<file path="src/rtl/sncrc_pkg.sv">
package sncrc_pkg;
   localparam int SNC_BYTE_W = 8;
   typedef logic [SNC_BYTE_W-1:0] snc_byte_t;

   // one byte through the MSB-first division by the generator
   function automatic snc_byte_t snc_crc_step(snc_byte_t crc, snc_byte_t data, snc_byte_t poly);
      snc_byte_t r;
      r = crc ^ data;
      for (int i = 0; i < SNC_BYTE_W; i++) begin
         r = r[SNC_BYTE_W-1] ? ({r[SNC_BYTE_W-2:0], 1'b0} ^ poly) : {r[SNC_BYTE_W-2:0], 1'b0};
      end
      return r;
   endfunction
endpackage

</file>
<file path="src/rtl/sncrc_seq.sv">
module sncrc_seq #(
   parameter int NUM_BYTES = 8,
   localparam int CNT_W = $clog2(NUM_BYTES + 1)
) (
   input  logic             clk,
   input  logic             rst_n,
   input  logic             start_i,
   input  logic             vld_i,
   output logic [CNT_W-1:0] count_o,
   output logic             cover_en_o,
   output logic             last_o
);
   localparam logic [CNT_W-1:0] LAST_IDX = CNT_W'(NUM_BYTES - 1);
   localparam logic [CNT_W-1:0] FULL     = CNT_W'(NUM_BYTES);

   logic [CNT_W-1:0] cnt_q;
   logic             take;

   assign take       = vld_i && !start_i && (cnt_q != FULL);
   assign cover_en_o = take && (cnt_q < LAST_IDX);
   assign last_o     = take && (cnt_q == LAST_IDX);
   assign count_o    = cnt_q;

   always_ff @(posedge clk or negedge rst_n) begin
      if (!rst_n)       cnt_q <= '0;
      else if (start_i) cnt_q <= '0;
      else if (take)    cnt_q <= cnt_q + CNT_W'(1);
   end
endmodule

</file>
<file path="src/rtl/sncrc_engine.sv">
module sncrc_engine
   import sncrc_pkg::*;
#(
   parameter snc_byte_t POLY      = 8'h07,
   parameter snc_byte_t INIT      = 8'h00,
   parameter bit        USE_TABLE = 1'b0
) (
   input  logic      clk,
   input  logic      rst_n,
   input  logic      clear_i,
   input  logic      en_i,
   input  snc_byte_t byte_i,
   output snc_byte_t crc_o
);
   localparam int TBL_N = 1 << SNC_BYTE_W;

   snc_byte_t crc_q;
   snc_byte_t crc_nxt;

   generate
      if (USE_TABLE) begin : g_table
         snc_byte_t tbl [TBL_N];
         for (genvar g = 0; g < TBL_N; g++) begin : g_ent
            assign tbl[g] = snc_crc_step('0, snc_byte_t'(g), POLY);
         end
         assign crc_nxt = tbl[crc_q ^ byte_i];
      end else begin : g_bitwise
         assign crc_nxt = snc_crc_step(crc_q, byte_i, POLY);
      end
   endgenerate

   always_ff @(posedge clk or negedge rst_n) begin
      if (!rst_n)       crc_q <= INIT;
      else if (clear_i) crc_q <= INIT;
      else if (en_i)    crc_q <= crc_nxt;
   end

   assign crc_o = crc_q;
endmodule

</file>
<file path="src/rtl/sncrc_fields.sv">
module sncrc_fields
   import sncrc_pkg::*;
#(
   parameter int NUM_BYTES  = 8,
   parameter int CUST_BYTES = 2,
   localparam int COV_W  = (NUM_BYTES - 1) * SNC_BYTE_W,
   localparam int CUST_W = CUST_BYTES * SNC_BYTE_W,
   localparam int UNIQ_W = COV_W - CUST_W
) (
   input  logic              clk,
   input  logic              rst_n,
   input  logic              clear_i,
   input  logic              en_i,
   input  snc_byte_t         byte_i,
   output logic [CUST_W-1:0] cust_o,
   output logic [UNIQ_W-1:0] uniq_o
);
   logic [COV_W-1:0] sh_q;

   always_ff @(posedge clk or negedge rst_n) begin
      if (!rst_n)       sh_q <= '0;
      else if (clear_i) sh_q <= '0;
      else if (en_i)    sh_q <= {sh_q[COV_W-SNC_BYTE_W-1:0], byte_i};
   end

   assign cust_o = sh_q[COV_W-1:UNIQ_W];
   assign uniq_o = sh_q[UNIQ_W-1:0];
endmodule

</file>
<file path="src/rtl/sn_crc_check.sv">
module sn_crc_check
   import sncrc_pkg::*;
#(
   parameter int        NUM_BYTES  = 8,
   parameter int        CUST_BYTES = 2,
   parameter snc_byte_t POLY       = 8'h07,
   parameter snc_byte_t INIT       = 8'h00,
   parameter bit        USE_TABLE  = 1'b0
) (
   input  logic                                      clk,
   input  logic                                      rst_n,
   input  logic                                      start_i,
   input  logic                                      byte_vld_i,
   input  logic [7:0]                                byte_i,
   output logic [7:0]                                crc_o,
   output logic                                      match_o,
   output logic                                      done_o,
   output logic [CUST_BYTES*8-1:0]                   cust_id_o,
   output logic [(NUM_BYTES-1-CUST_BYTES)*8-1:0]     uniq_o
);
   localparam int CNT_W = $clog2(NUM_BYTES + 1);

   generate
      if (NUM_BYTES < 3) begin : g_bad_frame
         $error("sn_crc_check: NUM_BYTES must be at least 3");
      end
      if (CUST_BYTES < 1 || CUST_BYTES > NUM_BYTES - 2) begin : g_bad_cust
         $error("sn_crc_check: CUST_BYTES must leave room for a unique field");
      end
   endgenerate

   logic [CNT_W-1:0] cnt_q;
   logic             cover_en;
   logic             last_byte;
   snc_byte_t        crc_w;
   logic             match_q;
   logic             done_q;

   sncrc_seq #(.NUM_BYTES(NUM_BYTES)) u_seq (
      .clk        (clk),
      .rst_n      (rst_n),
      .start_i    (start_i),
      .vld_i      (byte_vld_i),
      .count_o    (cnt_q),
      .cover_en_o (cover_en),
      .last_o     (last_byte)
   );

   sncrc_engine #(.POLY(POLY), .INIT(INIT), .USE_TABLE(USE_TABLE)) u_eng (
      .clk     (clk),
      .rst_n   (rst_n),
      .clear_i (start_i),
      .en_i    (cover_en),
      .byte_i  (byte_i),
      .crc_o   (crc_w)
   );

   sncrc_fields #(.NUM_BYTES(NUM_BYTES), .CUST_BYTES(CUST_BYTES)) u_fld (
      .clk     (clk),
      .rst_n   (rst_n),
      .clear_i (start_i),
      .en_i    (cover_en),
      .byte_i  (byte_i),
      .cust_o  (cust_id_o),
      .uniq_o  (uniq_o)
   );

   always_ff @(posedge clk or negedge rst_n) begin
      if (!rst_n) begin
         match_q <= 1'b0;
         done_q  <= 1'b0;
      end else if (start_i) begin
         match_q <= 1'b0;
         done_q  <= 1'b0;
      end else begin
         done_q <= last_byte;
         if (last_byte) match_q <= (byte_i == crc_w);
      end
   end

   assign crc_o   = crc_w;
   assign match_o = match_q;
   assign done_o  = done_q;
endmodule

</file>
<file path="config.mk">
export PLATFORM = sky130hd
export DESIGN_NAME = sn_crc_check
export DESIGN_NICKNAME = d
export VERILOG_FILES = /design/src/rtl/sncrc_pkg.sv /design/src/rtl/sncrc_seq.sv /design/src/rtl/sncrc_engine.sv /design/src/rtl/sncrc_fields.sv /design/src/rtl/sn_crc_check.sv
export SDC_FILE = /design/constraint.sdc
export NUM_CORES = 1
export LEC_CHECK = 0
export ABC_AREA = 1
export BUFFER_PORTS_ARGS = -buffer_cell sky130_fd_sc_hd__buf_2
export CAP_MARGIN = 30
export CORE_MARGIN = 5
export CORE_UTILIZATION = 49
export DETAILED_ROUTE_END_ITERATION = 10
export HOLD_SLACK_MARGIN = 0.15
export PLACE_DENSITY = 0.76
export SLEW_MARGIN = 20
export SYNTH_ARGS = -nofsm -noshare
export SYNTH_HDL_FRONTEND = slang
export SYNTH_HIERARCHICAL = 1
export SYNTH_SLANG_ARGS = --single-unit
export TNS_END_PERCENT = 1
</file>
<file path="constraint.sdc">
create_clock -name clk -period 1.7 [get_ports clk]
set_input_delay 0.085 -clock clk [delete_from_list [all_inputs] [get_ports clk]]
set_output_delay 0.085 -clock clk [all_outputs]
set_load 0.03 [all_outputs]
</file>
After elaboration in Yosys (flattened, before gate mapping):

Cells that the tools add are included.
W data, S select, Z words.

* register bits after elaboration: 70
* latch bits: 0
* RAM bits: 0
* bits in read-only memories: 0
* bits of input ports: 12
* output and inout port bits: 66
* word-level logic and storage cells: 44
* memories kept: 0

* $add $sub $neg: 1
* multipliers: 0
* div/mod/pow operators: 0
* order comparisons: 1
* equal/unequal tests: 3
* shifts and indexed selects: 0
* multiplexer cells: 17
* bitwise gates (word level): 9
* reduce and logical (&&, ||, !) cells: 8

Operators by type and width (count)
* $mux W56: 2
* $mux W3: 8
* $not A3 Y3: 8
* $mux W8: 2
* $eq A8 B8 Y1: 1
* $mux W4: 2
* $xor A8 B8 Y8: 1
* $reduce_bool A2 Y1: 3
* $add A4 B1 Y4 const B: 1
* $eq A4 B3 Y1 const B: 1
* $logic_and A1 B1 Y1: 4
* $lt A4 B3 Y1 const B: 1
* $ne A4 B4 Y1 const B: 1
* $mux W1: 3
* $logic_not A1 Y1: 1

Depth between registers and ports, before layout:

* depth in word-level cells: 19
* depth in mapped cells: 11
* depth with buffers taken out: 11

By module:

The synthesis kept the hierarchy.

By module, submodules not included
* sncrc_fields: instances 1, cells an instance 244, area each 2234.6 um^2, seq. area each 1401.3 um^2
* sncrc_engine: instances 1, cells an instance 107, area each 706.9 um^2, seq. area each 200.2 um^2
* sncrc_seq: instances 1, cells an instance 41, area each 282.8 um^2, seq. area each 100.1 um^2
* sn_crc_check: instances 1, cells an instance 32, area each 200.2 um^2, seq. area each 50.0 um^2

Least setup slack after synthesis:

No wires, ideal clock.

* path kind: flip-flop to flip-flop
* start: register u_seq.cnt_q[0] (netlist: u_seq/count_o[0])
* end: register u_fld.sh_q[15]
* library setup time: 0.066 ns
* arrival: 1.573 ns
* data required time: 1.634 ns
* setup slack: 0.060 ns
* stages on the path, launching flop included: 10
* buffers on the path: 2
* period minus slack after synthesis: 1.640 ns
* cell sequence: dfrtp_1 -> inv_1 -> ha_1 -> nand3_2 -> nand2_4 -> nor2_1 -> buf_4 -> buf_2 -> nand3_1 -> nand2_1

* longest elaborated chain between the ends: 4
* elaborated cells between the ends (all ways): 5
* those cells by class: 1 x order compare; 1 x eq/ne; 3 x reduce/logical

Ends and longest elaborated chain
* from (decl): RTL line sncrc_seq.sv:16 `logic [CNT_W-1:0] cnt_q;`
* from (signal assigned): RTL line sncrc_seq.sv:27 `else if (take) cnt_q <= cnt_q + CNT_W'(1);`
* parallel branches: the longest is 2 deep, another holds $lt A4 B3 Y1
* $logic_and A1 B1 Y1 (*): RTL line sncrc_seq.sv:20 `assign cover_en_o = take && (cnt_q < LAST_IDX);`
* via cover_en: RTL line sn_crc_check.sv:33 `logic cover_en;`
* $reduce_bool A2 Y1 (no line) (*)
* to (signal assigned): RTL line sncrc_fields.sv:23 `else if (en_i) sh_q <= {sh_q[COV_W-SNC_BYTE_W-1:0], byte_i};`
* to (decl): RTL line sncrc_fields.sv:18 `logic [COV_W-1:0] sh_q;`

Mark *: on every way through the listed nets, which the timed path passes.
A chain may end at the register's enable or synchronous reset.

Worst setup path after layout:

* start: register u_seq.cnt_q[0] (netlist: u_seq/count_o[0])
* end: register u_eng.crc_q[7] (netlist: u_eng/crc_o[7])

* longest elaborated chain between the ends: 4
* elaborated cells between the ends (all ways): 5
* those cells by class: 1 x order compare; 1 x eq/ne; 3 x reduce/logical

Ends and longest elaborated chain
* parallel branches: the longest is 2 deep, another holds $lt A4 B3 Y1
* $logic_and A1 B1 Y1 (*): RTL line sncrc_seq.sv:20
* via cover_en: RTL line sn_crc_check.sv:33
* $reduce_bool A2 Y1 (no line) (*)
* to (signal assigned): RTL line sncrc_engine.sv:35 `else if (en_i) crc_q <= crc_nxt;`
* to (decl): RTL line sncrc_engine.sv:17 `snc_byte_t crc_q;`

Marked as above.

==> metrics <==
Die Y 93.6 microns; slowest cell on the critical path dfrtp_1; wire length of the first global-routing pass 14100 microns; Syn Nets 438; run status finished clean; total of buffers placed on input and output ports 77; drt total wl 8810 microns; CTS buffer count 9; maximum cell stage delay along the critical path 0.44 ns; worst hold-check path type in -> reg; most frequent standard cell in the layout excluding fill and tap cells nand2_1; clock tree from TritonCTS built; vias in the first global route 2996; average via count per standard cell 5.05; Total Routing Usage GR 0.203; initial detailed-routing violation count 232; clock period minus worst slack 1.67 ns; leading cell types in the layout, fill and taps excluded nand2_1, buf_2, nand3_1; Worst Clk Skew 0.00808 ns; count of flip-flops with a built-in enable after synthesis 0; endpoints failing hold 0; worst rel slew slack 0.655; slew at the pin closest to its max-slew limit 0.518 ns; H-Tree Level Count 3; CP Cell Sequence ha_1, nand2_1, nand2_2, nor2_4, buf_12, nor2_4, nor2_8, nand3_1, o21ai_1; pin count of the biggest net entering global routing 71; width of the die 93.6 microns; number of warnings printed during yosys synthesis 6; cell family with the largest share of critical-path delay simple AND/OR/NAND/NOR gates; unrepaired setup endpoints after global routing yes; vias after detailed routing 3174; antenna violations before repair 0; pwr dens 1050 nW/um^2; maximum fanout encountered on the critical timing path 8; critical path capture point type flop; row cnt 30; maximum buffer depth of the clock tree 2; count of placed standard cells including taps 590; starting density of the core 0.504; final core occ 0.649; routability cong. 0.871; total standard cell area after synthesis 3420 sq um; CP Class reg -> reg; floorplan die area 8760 sq um; Fmax 599 MHz; required time reported for the critical path endpoint 1.97 ns; Worst-Skew Late Latency 0.34 ns; antenna diode count 0; summed area of non-filler cells in the final layout 4410 sq um; count of final setup violators 0; TritonRoute pass-1 iters 4; most prevalent standard cell on the critical path nor2_4; number of inserted filler cells in the final layout 566; Area after DPL 3940 sq um; total number of nets in the final design 541; Final Max Slew Viols 0; Avg Cell Area, Syn 8.08 sq um; remaining global-route overflow 0; routed length per placed instance 14.0 microns; final std cells w/o fill 628; Buf+Inv Stages, Crit Path 1; static leakage power 2.59 nW; final-layout setup total negative slack 0 ns; post-CTS clock slew at the launch and capture registers of the worst setup and hold paths 0.08 ns; top_reg_cell synth dfrtp_1; Arrival @ worst endpoint 1.94 ns; register area share after synthesis 0.512; number of unique standard cell types used by synthesis 26; count of max-cap constraint violations 0; total power consumption of the routed design 4.64 mW; Area growth, synth to finish 28.8%; root cell of the clock tree clkbuf_8; Core Area 6790 sq um; final critical-path share of the clock period 0.981; fraction of layout cells with a size suffix above 1 0.267; Sinks on Clock Net 70; nature of the critical path startpoint flop; HPWL Detailed 5520 microns; register bit count reported by yosys 70; count of pins on the block boundary 78; worst-case vdd ir drop 0.728 mV; Post-route DRC 0; cell count after synthesis 424; Antenna Nets Post-Route 0; proportion of synthesized flip-flops having asynchronous set or reset 1.00
worst register-to-register path: stages, from the launching register on:
cell     delay (ns)
dfrtp_1        0.44
ha_1           0.24
nand2_1        0.09
nand2_2        0.08
nor2_4         0.18
buf_12         0.16
nor2_4         0.08
nor2_8         0.18
nand3_1        0.09
o21ai_1        0.08
layer usage:
layer  wire length, microns  share of wire  global-route usage
met1                   3530           0.40               0.265
met2                   4530           0.51               0.339
met3                    705          0.080              0.0418
met4                     51         0.0058              0.0626
met5                      0              0                   0
repair_timing:
action                                 in CTS  in global routing
setup endpoints to repair                  61                 58
setup buffers                               0                 10
gates resized for setup                     8                  6
hold buffers                               10                  0
pin swaps                                   1                  6
endpoints found under the hold margin      79                  0
gates cloned                                1                  1
final timing paths:
| path | start | to | slack, ns | depth (start not counted) |
|---|---|---|---|---|
| worst min-delay path | start_i | done_o | 0.18 | 3 |
| worst max register to register | u_seq/count_o[0] | u_eng/crc_o[7] | 0.03 | 9 |
| worst max-delay path | u_seq/count_o[0] | u_eng/crc_o[7] | 0.03 | 9 |
| worst min register to register | u_fld/sh_q[54] | u_fld/sh_q[54] | 0.47 | 2 |
| max in group asynchronous | rst_n | u_fld/sh_q[1] | 1.10 | 3 |
| min in group asynchronous | rst_n | done_o | 0.30 | 3 |
layout make-up:
type	count	area, sq um	share of cell area
sequential	70	1750	0.397
inverter	24	90.1	0.0204
tap	96	120	0.0272
multi-input combinational	313	1510	0.342
timing repair buffer	109	742	0.168
clock inverter	7	73.8	0.0167
clock buffer	9	124	0.0281
synth_stat cells, types with 2 or more instances:
library cell  instances  area [sq um]
buf_4                 4          30.0
nor2_1                7          26.3
nand2_1             196           736
nand3_2               2          20.0
buf_2                10          50.1
xnor2_2               2          32.5
inv_1                19          71.3
xnor2_1               9          78.8
nand3_1              75           375
or2_1                 2          12.5
dfrtp_1              70          1750
inv_2                 5          18.8
xor2_1                2          17.5
buf_6                 4          45.0
nand2_2               4          25.0
nor2_4                2          22.5
ha_1                  2          25.0
registers in the layout, summed over array words and instances (netlist names):
signal	cells
done_o	1
u_eng/crc_o	8
u_seq/count_o	4
u_fld/sh_q	56
match_o	1
metrics by stage:
stage	setup WS [ns]	hold slack (ns)
finish	0.0319	0.177
global route	-0.0765	0.178
CTS	-0.0209	0.159
detailed placement	-0.250	0.136
global placement	-0.280	0.139
floorplan	0.0605	-0.211
where the power goes:
part,switching (mW),internal (mW)
combinational,0.883,0.510
clock,0.647,0.682
sequential,0.154,1.76
cells by family after synthesis:
family / Yosys count / share of synthesized area
AOI/OAI and AO/OA: 2 / 0.00402
xor gates and xnor gates: 14 / 0.0424
adders and majority gates: 2 / 0.00731
buffers and inverters: 42 / 0.0628
DFF: 70 / 0.512
and+or+nand+nor: 294 / 0.372
Note: power is estimated with default switching activity, not from simulation.
